File: config.mk
export PLATFORM = sky130hd
export DESIGN_NAME = exc_escalate
export DESIGN_NICKNAME = d
export VERILOG_FILES = /design/src/rtl/exc_esc_pkg.sv /design/src/rtl/exc_classify.sv /design/src/rtl/exc_resolve.sv /design/src/rtl/exc_escalate.sv
export SDC_FILE = /design/constraint.sdc
export NUM_CORES = 1
export LEC_CHECK = 0
export BUFFER_PORTS_ARGS = -buffer_cell sky130_fd_sc_hd__buf_2
export CAP_MARGIN = 0
export CORE_ASPECT_RATIO = 0.8
export CORE_MARGIN = 2
export CORE_UTILIZATION = 45
export CTS_CLUSTER_SIZE = 10
export DETAILED_ROUTE_END_ITERATION = 10
export HOLD_SLACK_MARGIN = 0.15
export PLACE_DENSITY = 0.76
export SLEW_MARGIN = 30
export SYNTH_ARGS = -nofsm -noshare
export SYNTH_HDL_FRONTEND = slang
export SYNTH_SLANG_ARGS = --single-unit
export TNS_END_PERCENT = 1
File: constraint.sdc
create_clock -name clk -period 4.3 [get_ports clk]
set_input_delay 0.86 -clock clk [delete_from_list [all_inputs] [get_ports clk]]
set_output_delay 0.86 -clock clk [all_outputs]
set_load 0.02 [all_outputs]
File: src/rtl/exc_esc_pkg.sv
package exc_esc_pkg;
  typedef enum logic [1:0] {
    CLS_BENIGN  = 2'd0,
    CLS_CONTRIB = 2'd1,
    CLS_PAGE    = 2'd2,
    CLS_DOUBLE  = 2'd3
  } exc_cls_e;
endpackage

File: src/rtl/exc_classify.sv
module exc_classify
  import exc_esc_pkg::*;
#(
  parameter int VEC_W      = 8,
  parameter int ARCH_VECS  = 32,
  parameter int DF_VEC     = 8,
  parameter int PF_VEC     = 14,
  parameter int CONTRIB_LO = 10,
  parameter int CONTRIB_HI = 13
) (
  input  logic [VEC_W-1:0] vec,
  output logic             in_range,
  output exc_cls_e         cls
);
  localparam logic [VEC_W-1:0] LIMIT = VEC_W'(ARCH_VECS);
  localparam logic [VEC_W-1:0] DF    = VEC_W'(DF_VEC);
  localparam logic [VEC_W-1:0] PF    = VEC_W'(PF_VEC);
  localparam logic [VEC_W-1:0] C_LO  = VEC_W'(CONTRIB_LO);
  localparam logic [VEC_W-1:0] C_HI  = VEC_W'(CONTRIB_HI);

  always_comb begin
    in_range = (vec < LIMIT);
    if (vec == '0 || (vec >= C_LO && vec <= C_HI)) cls = CLS_CONTRIB;
    else if (vec == PF)                             cls = CLS_PAGE;
    else if (vec == DF)                             cls = CLS_DOUBLE;
    else                                            cls = CLS_BENIGN;
  end
endmodule

File: src/rtl/exc_resolve.sv
module exc_resolve
  import exc_esc_pkg::*;
#(
  parameter int VEC_W  = 8,
  parameter int ERR_W  = 32,
  parameter int DF_VEC = 8
) (
  input  logic             hist_vld,
  input  exc_cls_e         hist_cls,
  input  exc_cls_e         new_cls,
  input  logic             in_range,
  input  logic             swint,
  input  logic [VEC_W-1:0] vec,
  input  logic [ERR_W-1:0] err,
  output logic [VEC_W-1:0] res_vec,
  output logic [ERR_W-1:0] res_err,
  output exc_cls_e         res_cls,
  output logic             triple,
  output logic             load_hist
);
  localparam logic [VEC_W-1:0] DF = VEC_W'(DF_VEC);

  logic bypass, pair_cc, pair_pf, escalate;

  always_comb begin
    bypass   = swint || !in_range;
    triple   = !bypass && hist_vld && (hist_cls == CLS_DOUBLE);
    pair_cc  = (hist_cls == CLS_CONTRIB) && (new_cls == CLS_CONTRIB);
    pair_pf  = (hist_cls == CLS_PAGE) &&
               (new_cls == CLS_CONTRIB || new_cls == CLS_PAGE);
    escalate = !bypass && hist_vld && (pair_cc || pair_pf);
    res_vec  = escalate ? DF : vec;
    res_err  = escalate ? '0 : err;
    res_cls  = escalate ? CLS_DOUBLE : new_cls;
    load_hist = !bypass && !triple && (res_cls != CLS_BENIGN);
  end
endmodule

File: src/rtl/exc_escalate.sv
module exc_escalate
  import exc_esc_pkg::*;
#(
  parameter int VEC_W      = 8,
  parameter int ERR_W      = 32,
  parameter int ARCH_VECS  = 32,
  parameter int DF_VEC     = 8,
  parameter int PF_VEC     = 14,
  parameter int CONTRIB_LO = 10,
  parameter int CONTRIB_HI = 13
) (
  input  logic             clk,
  input  logic             rst,
  input  logic             req_vld,
  input  logic [VEC_W-1:0] req_vec,
  input  logic [ERR_W-1:0] req_err,
  input  logic             req_swint,
  input  logic             clr_hist,
  output logic             out_vld,
  output logic [VEC_W-1:0] out_vec,
  output logic [ERR_W-1:0] out_err,
  output logic             out_shutdown
);
  logic             hist_vld;
  exc_cls_e         hist_cls;
  logic             in_range;
  exc_cls_e         new_cls;
  logic [VEC_W-1:0] res_vec;
  logic [ERR_W-1:0] res_err;
  exc_cls_e         res_cls;
  logic             triple, load_hist;

  exc_classify #(
    .VEC_W(VEC_W), .ARCH_VECS(ARCH_VECS), .DF_VEC(DF_VEC), .PF_VEC(PF_VEC),
    .CONTRIB_LO(CONTRIB_LO), .CONTRIB_HI(CONTRIB_HI)
  ) u_cls (
    .vec(req_vec), .in_range(in_range), .cls(new_cls)
  );

  exc_resolve #(
    .VEC_W(VEC_W), .ERR_W(ERR_W), .DF_VEC(DF_VEC)
  ) u_res (
    .hist_vld(hist_vld), .hist_cls(hist_cls), .new_cls(new_cls),
    .in_range(in_range), .swint(req_swint), .vec(req_vec), .err(req_err),
    .res_vec(res_vec), .res_err(res_err), .res_cls(res_cls),
    .triple(triple), .load_hist(load_hist)
  );

  always_ff @(posedge clk) begin
    if (rst) begin
      out_vld      <= 1'b0;
      out_shutdown <= 1'b0;
      out_vec      <= '0;
      out_err      <= '0;
    end else begin
      out_vld      <= req_vld && !triple;
      out_shutdown <= req_vld && triple;
      if (req_vld) begin
        out_vec <= res_vec;
        out_err <= res_err;
      end
    end
  end

  always_ff @(posedge clk) begin
    if (rst) begin
      hist_vld <= 1'b0;
      hist_cls <= CLS_BENIGN;
    end else if (clr_hist || (req_vld && triple)) begin
      hist_vld <= 1'b0;
    end else if (req_vld && load_hist) begin
      hist_vld <= 1'b1;
      hist_cls <= res_cls;
    end
  end
endmodule

==> results.txt <==
The flow ran to the end, and the final reports show no timing, DRC or antenna violations. The logs give 104 for the number of DRC markers in iteration 0 and 1643 for the number of global-route vias before repair. Maximum fanout along the worst path: 37. The most used flip-flop cell after synthesis was dfxtp_1. The run gives 5 as the number of buffers inserted during clock tree synthesis.

The distinct cell type count after synthesis came out at 38. STA classifies the critical path startpoint as a primary input. Global routing finished with a remaining overflow of 0.

The portion of synthesized cell area occupied by the leading cell type was 0.441. At the worst endpoint, the arrival time is 2.59 ns. The number of input and output port buffers inserted works out to 86. The first global-routing pass estimated 7220 um of wire. TritonCTS built the clock tree. The number of enable-type register cells in the synthesized netlist was 0; the CTS clock-pin slew for the worst setup and hold paths was 0.08 ns. The worst-case IR drop observed on VDD is 0.198 mV. Clock tree synthesis found a total of 45 sinks. Based on the critical path, the design can be clocked at up to 419 MHz. The logs give 0.000665 W for the internal power summed over all cells and 0.458 for the normalized max-slew margin. The fraction of the mapped netlist area in compound gates works out to 0.283. The core region is 4280 um2. Post-synthesis sequential area ratio: 0.441. Power spread over the standard cell area amounts to 351 nW/um2. The proportion of register bits with asynchronous set or reset after synthesis came out at 0. The number of antenna violations at the first check in global routing was 0; the mean instance size in the synthesized netlist was 9.29 um2. The die is 64.3 um tall. For the power share of the clock group, the log shows 0.338. Synthesis inferred 45 register bits. The detail route stage leaves a number of antenna-violating nets equal to 0. The hold violation total from the final report is 0. The per-cell via count in the routed design was 5.36. The final critical delay including setup and external delays was 2.39 ns. The area enclosed by the die boundary is 5100 um2. In this run the worst hold path is classified as reg -> reg.

The tools report the leakage power of the design as 1.07 nW. The longest clock path from root to sink contains 2 buffers. Yosys printed 0 warnings. The tools report the switching component of the power as 0.000232 W. For the hold-fix buffer count after cts, the log shows 0. Cell type with the highest aggregate area in the netlist: dfxtp_1. The worst register-to-register path begins at hist_cls[0].

Dividing the detail-routed wire length by the instance count gives 13.5 um. Post-detailed-routing wire length: 4710 um. The start point of the worst hold path is out_err[26]. The logs give 0.477 for the effective utilization at floorplan and 265 for the synthesized netlist net count. The data required time at the worst endpoint was 4.51 ns; the post-synthesis adder-cell area fraction was 0. The width of the die came out at 79.4 um. Setup repair after global routing left no endpoint under its margin.

Combinational family with the most area after synthesis: compound AO/OA/AOI/OAI gates. The part of the cycle the worst path needs was 0.555; the worst-margin pin slew was 0.813 ns. For the total routing usage reported by global routing, the log shows 0.179. The root buffer cell was clkbuf_8. Yosys attributes the largest share of cell area to dfxtp_1 (44%), o211ai_1 (13%), nand2b_1 (11%), a21oi_1 (8.8%), clkbuf_1 (2.6%).

The fraction of power spent switching nets came out at 0.259. In this run the worst setup path begins at req_vec[5]. The clock tree synthesis step divided the H-tree into 2 levels. The clock reaches the later pin of the worst-skew pair after 0.29 ns.

The number of buffers added for setup after CTS is 0. Relative to the synthesized area, the layout overhead comes to 25.0%. Row generation in the floorplan step produced 21 rows. The share of cell area taken by muxes after synthesis is 0.0196.

The number of iterations in the first detailed-routing pass came out at 4. The area fraction in and, or, nand and nor cells after synthesis was 0.192. The total standard cell area after synthesis was 2040 um2; the proportion of layout cells with a drive suffix above 1 was 0.352. The post-route worst setup slack is 1.91 ns, and the number of nets in the layout is 338. Final worst clock skew: 0.00715 ns. Prior to clock tree synthesis, the placed netlist has a worst setup slack of 1.60 ns. The tools report the setup TNS after final layout as 0 ns. The gate count of the mapped netlist was 220. Leaving out fill and tap cells, the most frequent cell in the layout is buf_2. The weighted congestion reported at the end of routability-driven placement was 0.714; the routed via count was 1875.

The repair_antennas step left the layout with diodes totalling 0. The run gives 0 as the number of instances resized during post-cts repair. Leaving out fill and tap cells, the most frequent cells in the layout are buf_2 (86), dfxtp_1 (45), nand2b_1 (37).

The HPWL after detailed placement is 3120 um. The number of filler cells placed in the layout is 396, and the post-detailed-route DRC marker count is 0. For the logic gate share of total power, the log shows 0.162.

The type of the setup path with the least slack was in -> reg. The logs give 0 for the number of pins with negative max-slew slack in the final report and 47 for the pin count of the biggest net entering global routing. Setup violations remaining at the end of the flow were counted as 0.

The proportion of power drawn by flip-flops and latches is 0.500. Number of I/O pins: 87. The fraction of synthesized cell area in xor and xnor cells is 0.00428, and the max-cap check violation count is 0. The sort of element at the end of the critical path is a register.
-- power by group through the flow --
stage / sequential (W) / combinational, W / clock [W]
finish: 0.000448 / 0.000145 / 0.000303
floorplan: 0.000484 / 0.0000663 / 0
global route: 0.000450 / 0.000158 / 0.000329
detailed placement: 0.000458 / 0.000143 / 0
CTS: 0.000448 / 0.000143 / 0.000313
global placement: 0.000457 / 0.000142 / 0
-- cell usage after synthesis, types with 2 or more instances --
cell type  count
buf_2          3
o211ai_1      36
dfxtp_1       45
a41oi_1        2
inv_1          2
nor4_1         2
mux2i_1        4
o21ai_0        2
nand2b_1      37
a311oi_1       2
nor2_1         8
a21oi_1       36
clkbuf_8       2
clkbuf_1      14
nand2_1        2
-- cell type report --
cell class,count,area [um2],area share
clock inverters,2,35.0,0.0137
well taps,57,71.3,0.0279
inverters,2,7.51,0.00294
flip-flops and latches,45,901,0.353
repair buffers,88,453,0.177
clock buffers,5,68.8,0.0269
multi-input cells,151,1020,0.399
-- state kept, by name, summed over array words and instances (netlist names) --
signal        count
out_vec           8
hist_vld          1
out_err          32
hist_cls          2
out_vld           1
out_shutdown      1
-- through the flow --
stage               cell area [um2]   util  total power (W)  instances  hold slack (ns)
finish                         2550  0.597         0.000896        350            0.470
global route                   2550  0.597         0.000938        350            0.486
CTS                            2540  0.593         0.000904        349            0.472
detailed placement             2440  0.569         0.000600        342            0.459
global placement               2440  0.569         0.000599        342            0.454
floorplan                      2040      -         0.000550        220            0.485
-- metal layers --
layer,global-route usage,wire (um)
met1,0.238,2270
met2,0.282,1980
met3,0.0508,406
met4,0.0582,58
met5,0,0
-- worst max-delay path, cell delays in order --
cell and delay [ns]:
buf_2 0.13, nor4_4 0.44, nand4_4 0.50, or2_1 0.41, a311oi_1 0.25
-- worst paths after layout --
| kind | depth (start not counted) | slack [ns] | end |
|---|---|---|---|
| setup / recovery | 5 | 1.91 | out_vec[3] |
| hold / removal | 2 | 0.47 | out_err[26] |
| setup reg to reg | 4 | 2.39 | out_vec[3] |
| hold reg to reg | 2 | 0.47 | out_err[26] |
-- logic make-up (layout without fill, tap and decap cells) --
group,after synthesis,count (layout)
AOI/OAI and AO/OA,86,86
xor gates and xnor gates,1,1
buffers and inverters,24,97
DFF,45,45
muxes,4,4
and+or+nand+nor,60,60
(Power assumes the default switching activity.)
